`src/rtl/irqv_pkg.sv`:
```
package irqv_pkg;

  // Which source owns the vector produced this cycle.
  typedef enum logic [1:0] {
    VSRC_NONE = 2'd0,
    VSRC_SOFT = 2'd1,
    VSRC_HW   = 2'd2
  } vsrc_e;

  // base + step * idx, all 32-bit; callers narrow to the address width.
  function automatic logic [31:0] step_addr(input logic [31:0] base,
                                            input logic [31:0] step,
                                            input logic [31:0] idx);
    return base + step * idx;
  endfunction

endpackage

```
`src/rtl/irqv_enable_ff.sv`:
```
module irqv_enable_ff (
  input  logic clk,
  input  logic rst_n,
  input  logic set_i,
  input  logic clr_i,
  input  logic ack_i,
  output logic ie_o
);

  logic ie_q;

  // Clear sources (acknowledge, disable) dominate the enable command.
  always_ff @(posedge clk) begin
    if (!rst_n)              ie_q <= 1'b0;
    else if (ack_i || clr_i) ie_q <= 1'b0;
    else if (set_i)          ie_q <= 1'b1;
  end

  assign ie_o = ie_q;

  AST_ACK_CLEARS_IE: assert property (@(posedge clk) disable iff (!rst_n)
    ack_i |=> !ie_o);
  AST_DISABLE_CLEARS_IE: assert property (@(posedge clk) disable iff (!rst_n)
    clr_i |=> !ie_o);
  AST_ENABLE_SETS_IE: assert property (@(posedge clk) disable iff (!rst_n)
    (set_i && !clr_i && !ack_i) |=> ie_o);
  AST_IE_HOLDS: assert property (@(posedge clk) disable iff (!rst_n)
    (!set_i && !clr_i && !ack_i) |=> $stable(ie_o));

endmodule

```
`src/rtl/irqv_arbiter.sv`:
```
module irqv_arbiter #(
  parameter int unsigned NUM_LVL = 3,
  localparam int unsigned IDX_W  = $clog2(NUM_LVL + 1)
) (
  input  logic               sample_i,
  input  logic               ie_i,
  input  logic               trap_i,
  input  logic [NUM_LVL-1:0] lvl_i,
  input  logic [NUM_LVL-1:0] mask_i,
  output logic               hit_o,
  output logic [IDX_W-1:0]   idx_o   // 0 = trap, k+1 = level k
);

  logic [NUM_LVL-1:0] elig;

  generate
    for (genvar k = 0; k < NUM_LVL; k++) begin : g_elig
      assign elig[k] = lvl_i[k] & ~mask_i[k] & ie_i;
    end
  endgenerate

  // Ascending scan: a higher level overwrites a lower one; trap overrides all.
  always_comb begin
    hit_o = 1'b0;
    idx_o = '0;
    if (sample_i) begin
      for (int k = 0; k < NUM_LVL; k++) begin
        if (elig[k]) begin
          hit_o = 1'b1;
          idx_o = IDX_W'(k + 1);
        end
      end
      if (trap_i) begin
        hit_o = 1'b1;
        idx_o = '0;
      end
    end
  end

  always_comb begin
    AST_NO_GRANT_OFF_SAMPLE: assert (!hit_o || sample_i);
    AST_TRAP_ALWAYS_GRANTED: assert (!(sample_i && trap_i) || (hit_o && idx_o == '0));
    AST_MASKABLE_NEEDS_IE: assert (!(hit_o && idx_o != '0) || ie_i);
  end

endmodule

```
`src/rtl/irqv_vec_gen.sv`:
```
module irqv_vec_gen
  import irqv_pkg::*;
#(
  parameter int unsigned ADDR_W  = 16,
  parameter int unsigned NUM_LVL = 3,
  parameter int unsigned SW_CNT  = 8,
  parameter int unsigned SW_STEP = 8,
  parameter int unsigned HW_BASE = 32'h24,
  parameter int unsigned HW_STEP = 8,
  localparam int unsigned IDX_W  = $clog2(NUM_LVL + 1),
  localparam int unsigned SWN_W  = $clog2(SW_CNT)
) (
  input  vsrc_e             src_i,
  input  logic [IDX_W-1:0]  idx_i,
  input  logic [SWN_W-1:0]  num_i,
  output logic [ADDR_W-1:0] addr_o
);

  logic [31:0] wide;

  always_comb begin
    unique case (src_i)
      VSRC_HW:   wide = step_addr(32'(HW_BASE), 32'(HW_STEP), 32'(idx_i));
      VSRC_SOFT: wide = step_addr(32'd0, 32'(SW_STEP), 32'(num_i));
      default:   wide = 32'd0;
    endcase
  end

  assign addr_o = wide[ADDR_W-1:0];

endmodule

```
`src/rtl/intr_vector_unit.sv`:
```
module intr_vector_unit
  import irqv_pkg::*;
#(
  parameter int unsigned ADDR_W  = 16,
  parameter int unsigned NUM_LVL = 3,
  parameter int unsigned SW_CNT  = 8,
  parameter int unsigned SW_STEP = 8,
  parameter int unsigned HW_BASE = 32'h24,
  parameter int unsigned HW_STEP = 8,
  localparam int unsigned IDX_W  = $clog2(NUM_LVL + 1),
  localparam int unsigned SWN_W  = $clog2(SW_CNT)
) (
  input  logic               clk,
  input  logic               rst_n,
  input  logic               boundary_i,
  input  logic               halted_i,
  input  logic               ien_set_i,
  input  logic               ien_clr_i,
  input  logic               trap_i,
  input  logic [NUM_LVL-1:0] lvl_req_i,
  input  logic [NUM_LVL-1:0] lvl_mask_i,
  input  logic               swvec_valid_i,
  input  logic [SWN_W-1:0]   swvec_num_i,
  output logic               irq_taken_o,
  output logic               wake_o,
  output logic               vec_valid_o,
  output logic [ADDR_W-1:0]  vec_addr_o
);

  logic              ie;
  logic              sample;
  logic              hit;
  logic [IDX_W-1:0]  idx;
  vsrc_e             src;
  logic [ADDR_W-1:0] addr_next;

  logic              taken_q;
  logic              wake_q;
  logic              vvalid_q;
  logic [ADDR_W-1:0] vaddr_q;

  // A sampling point is a boundary or a halted cycle, but never the cycle
  // right after an acceptance.
  assign sample = (boundary_i | halted_i) & ~taken_q;

  irqv_enable_ff u_ie (
    .clk   (clk),
    .rst_n (rst_n),
    .set_i (ien_set_i),
    .clr_i (ien_clr_i),
    .ack_i (hit),
    .ie_o  (ie)
  );

  irqv_arbiter #(.NUM_LVL(NUM_LVL)) u_arb (
    .sample_i (sample),
    .ie_i     (ie),
    .trap_i   (trap_i),
    .lvl_i    (lvl_req_i),
    .mask_i   (lvl_mask_i),
    .hit_o    (hit),
    .idx_o    (idx)
  );

  // A hardware grant takes the vector slot; a colliding restart is dropped.
  always_comb begin
    if (hit)                src = VSRC_HW;
    else if (swvec_valid_i) src = VSRC_SOFT;
    else                    src = VSRC_NONE;
  end

  irqv_vec_gen #(
    .ADDR_W  (ADDR_W),
    .NUM_LVL (NUM_LVL),
    .SW_CNT  (SW_CNT),
    .SW_STEP (SW_STEP),
    .HW_BASE (HW_BASE),
    .HW_STEP (HW_STEP)
  ) u_vec (
    .src_i  (src),
    .idx_i  (idx),
    .num_i  (swvec_num_i),
    .addr_o (addr_next)
  );

  always_ff @(posedge clk) begin
    if (!rst_n) begin
      taken_q  <= 1'b0;
      wake_q   <= 1'b0;
      vvalid_q <= 1'b0;
      vaddr_q  <= '0;
    end else begin
      taken_q  <= hit;
      wake_q   <= hit & halted_i;
      vvalid_q <= (src != VSRC_NONE);
      vaddr_q  <= addr_next;
    end
  end

  assign irq_taken_o = taken_q;
  assign wake_o      = wake_q;
  assign vec_valid_o = vvalid_q;
  assign vec_addr_o  = vaddr_q;

  AST_TAKEN_SINGLE: assert property (@(posedge clk) disable iff (!rst_n)
    irq_taken_o |=> !irq_taken_o);
  AST_TAKEN_NEEDS_SAMPLE: assert property (@(posedge clk) disable iff (!rst_n)
    irq_taken_o |-> $past(boundary_i || halted_i));
  AST_TAKEN_HAS_VECTOR: assert property (@(posedge clk) disable iff (!rst_n)
    irq_taken_o |-> vec_valid_o);
  AST_WAKE_WITH_TAKE: assert property (@(posedge clk) disable iff (!rst_n)
    wake_o |-> irq_taken_o);
  AST_WAKE_NEEDS_HALT: assert property (@(posedge clk) disable iff (!rst_n)
    wake_o |-> $past(halted_i));
  AST_SOFT_ALIGNED: assert property (@(posedge clk) disable iff (!rst_n)
    (vec_valid_o && !irq_taken_o) |-> ((vec_addr_o % SW_STEP) == 0));
  AST_IDLE_ADDR_ZERO: assert property (@(posedge clk) disable iff (!rst_n)
    !vec_valid_o |-> (vec_addr_o == '0));

endmodule

```
`config.mk`:
```
export PLATFORM = sky130hd
export DESIGN_NAME = intr_vector_unit
export DESIGN_NICKNAME = d
export VERILOG_FILES = /design/src/rtl/irqv_pkg.sv /design/src/rtl/irqv_enable_ff.sv /design/src/rtl/irqv_arbiter.sv /design/src/rtl/irqv_vec_gen.sv /design/src/rtl/intr_vector_unit.sv
export SDC_FILE = /design/constraint.sdc
export NUM_CORES = 1
export LEC_CHECK = 0
export ABC_AREA = 1
export BUFFER_PORTS_ARGS = -buffer_cell sky130_fd_sc_hd__buf_4
export CORE_AREA = 2 2 39 41
export CTS_CLUSTER_SIZE = 14
export DETAILED_ROUTE_END_ITERATION = 10
export DIE_AREA = 0 0 41 43
export PLACE_DENSITY = 0.71
export SKIP_CTS_REPAIR_TIMING = 1
export SLEW_MARGIN = 15
export SYNTH_ARGS = -nofsm -noshare
export SYNTH_HDL_FRONTEND = slang
export SYNTH_SLANG_ARGS = --single-unit
export TNS_END_PERCENT = 50
```
`constraint.sdc`:
```
create_clock -name clk -period 1.07 [get_ports clk]
set_clock_uncertainty 0.05 [all_clocks]
set_input_delay 0.1605 -clock clk [delete_from_list [all_inputs] [get_ports clk]]
set_output_delay 0.1605 -clock clk [all_outputs]
set_load 0.05 [all_outputs]
```
==> flow_metrics.py <==
metrics = {
    "setup_path": {
        "timing.rr.start": "u_ie.ie_o$_SDFFE_PP0P_",
        "setup.worst_path.class": "reg2reg",
        "setup.worst_path.end": "wake_o$_SDFF_PN0_",
        "cp_max_fo": 5,
        "ff2ff_path_depth": 8,
        "r2r-end": "wake_o$_SDFF_PN0_",
        "worstSetupStartpointType": "register",
        "regToRegSetupSlack_ps": 30,
        "crit_arrival_ps": 1180,
        "worstSetupStartpoint": "u_ie.ie_o$_SDFFE_PP0P_",
        "crit_required_ps": 1210,
        "crit_path_end_kind": "register",
    },
    "timing": {
        "fin_crit_ps": 1044,
        "report.final.hold_viol_count": 0,
        "setup_viol": 0,
        "finalCritPeriodShare": 0.9754,
        "final_max_slew_viol_count": 0,
        "max_freq_mhz": 958.1,
        "rsz0062_at_grt": "true",
        "fin_setup_tns_ps": 0,
        "holdWs_ps": 95.28,
    },
    "finish": {
        "nNetsFinal": 102,
        "layout_common_cells": "25 x buf_4, 12 x conb_1, 7 x nand2_1, 7 x nor2_1, 6 x dfxtp_1",
        "drive_gt1_frac": 0.4458,
        "multi_input_area_um2": 190.2,
        "final_util": 0.4376,
        "finalNonFillerCells": 99,
        "syn2layout_area_growth_pct": 44.48,
        "fillerInstances": 151,
        "diodes": 0,
        "seqCellArea_um2": 162.7,
        "final_common_cell": "buf_4",
    },
    "placed_design": {
        "port_buffers": 23,
        "dp.cells": 94,
        "globalplace.congestion": 0.6043,
        "dp_hpwl_um": 726.9,
    },
    "global_route": {
        "grt_usage": 0.1087,
        "antenna_found_initial": 0,
        "grt_pass1_vias": 336,
        "overflow": 0,
        "grt_pass1_wl_mm": 1.290,
        "grt_max_degree": 6,
        "use_met3": 0.01571,
        "grt_util_met1": 0.1230,
        "busiest_layer": "met2",
        "grt_util_met2": 0.1813,
    },
    "logic_synthesis": {
        "yosysTopAreaCell": "dfxtp_1",
        "synth-seq-area-share": 0.3821,
        "synth_cell_types": 15,
        "synth_area_um2": 419.2,
        "synth_area_leaders": "dfxtp_1 38%, buf_4 21%, nor2_1 7.2%",
        "synthCells": 56,
        "ys_seq_elements": 8,
        "syn_area_per_cell_um2": 7.485,
        "yosys_warnings": 0,
        "yosysTopAreaCellShare": 0.3821,
    },
    "route": {
        "drtIter0Drc": 4,
        "wirelength_um": 848,
        "drc_errors": 0,
        "wl_per_cell_um": 8.566,
        "firstDrtPassIters": 2,
        "num_vias": 385,
        "viasPerCell": 3.889,
        "drt.antenna.violating_nets": 0,
    },
    "clock_network": {
        "cts_buffer_depth": 2,
        "cts_buffers": 3,
        "clk_latency_ps": 240,
        "cts_root_buf": "clkbuf_4",
        "cts_htree_levels": 1,
        "clkSinkCount": 8,
        "clk_pin_slew_ps": 50,
        "cts_tree": "yes",
    },
    "hold_path": {
        "min_from": "swvec_valid_i",
        "hp-class": "in2reg",
        "min_path_cells": 3,
    },
    "die": {
        "start_util": 0.3029,
        "rows": 14,
        "ios": 36,
        "core_mm2": 0.001384,
        "chipHeight_um": 43,
        "die_x_um": 41,
        "dieArea_mm2": 0.001763,
    },
    "pwr": {
        "power_leakage_nw": 0.3377,
        "fin_total_pwr_mw": 0.8176,
        "power_density_mw_per_mm2": 1350,
        "peakVddDrop_mv": 0.4770,
    },
    "flow_run": {
        "maxCapViolations": 0,
    },
    "run_status": {
        "outcome": "completed",
    },
}
[registers in the layout (all words and copies together) (netlist names)]
signal and count:
irq_taken_o 1, u_ie.ie_o 1, vec_addr_o 4, vec_valid_o 1, wake_o 1
[synthesized netlist by cell type]
library cell,number
buf_4,12
dfxtp_1,8
nor2_1,8
nand2_1,7
inv_1,5
nand3_1,3
o21ai_0,3
a21oi_1,2
nor2_2,2
conb_1,1
inv_2,1
nand2_2,1
nand2_4,1
nor2_4,1
nor3_1,1
[cells by family after synthesis]
| family | synth area share |
|---|---|
| other | 0.008947 |
| buffers and inverters | 0.2687 |
| AOI/OAI and AO/OA | 0.05969 |
| and+or+nand+nor | 0.2806 |
| DFF | 0.3821 |
[metrics by stage]
stage	cell area, um^2	setup WS (ps)
3_3_place_gp	564.3	14.97
5_1_grt	605.6	-76.70
3_5_place_dp	564.3	-15.70
2_1_floorplan	461.7	79.12
4_1_cts	586.8	-20.49
6_report	605.6	26.31
[area by class of cell]
cell class,instances,share of cell area
inverters,6,0.03719
well taps,16,0.03306
clock buffers,3,0.03719
multi-input cells,41,0.3140
flip-flops and latches,8,0.2686
repair buffers,25,0.3099
[worst max-delay path, cell delays in order (launching register included)]
cell     delay [ps]
dfxtp_2         350
nand2_1          70
nor2_2          130
nor2_1           60
nand2_1          60
nand2_2          70
inv_2            70
nand2_4          70
nor2_4           60
[where the power goes]
group	total (mW)	leakage, nW	switching (mW)	internal (mW)
clock network	0.220	0.0138	0.0927	0.128
logic	0.273	0.257	0.197	0.0753
registers	0.324	0.0667	0.00698	0.317
total	0.818	0.338	0.297	0.521
[worst min-delay path by stage]
stage | end | slack (ps)
CTS | vec_addr_o[5]$_SDFF_PN0_ | 90
finish | vec_valid_o$_SDFF_PN0_ | 100
global placement | vec_valid_o$_SDFF_PN0_ | 340
global route | vec_addr_o[5]$_SDFF_PN0_ | 120
detailed placement | vec_addr_o[5]$_SDFF_PN0_ | 340
floorplan | vec_valid_o$_SDFF_PN0_ | 220
[per-layer routing]
| metal | vias up | wire length, um |
|---|---|---|
| met3 | 0 | 82 |
| met5 | - | 0 |
| met1 | 165 | 288 |
| met2 | 18 | 477 |
| met4 | 0 | 0 |
| li1 | 202 | - |
Power figures use the tool's default switching activity.
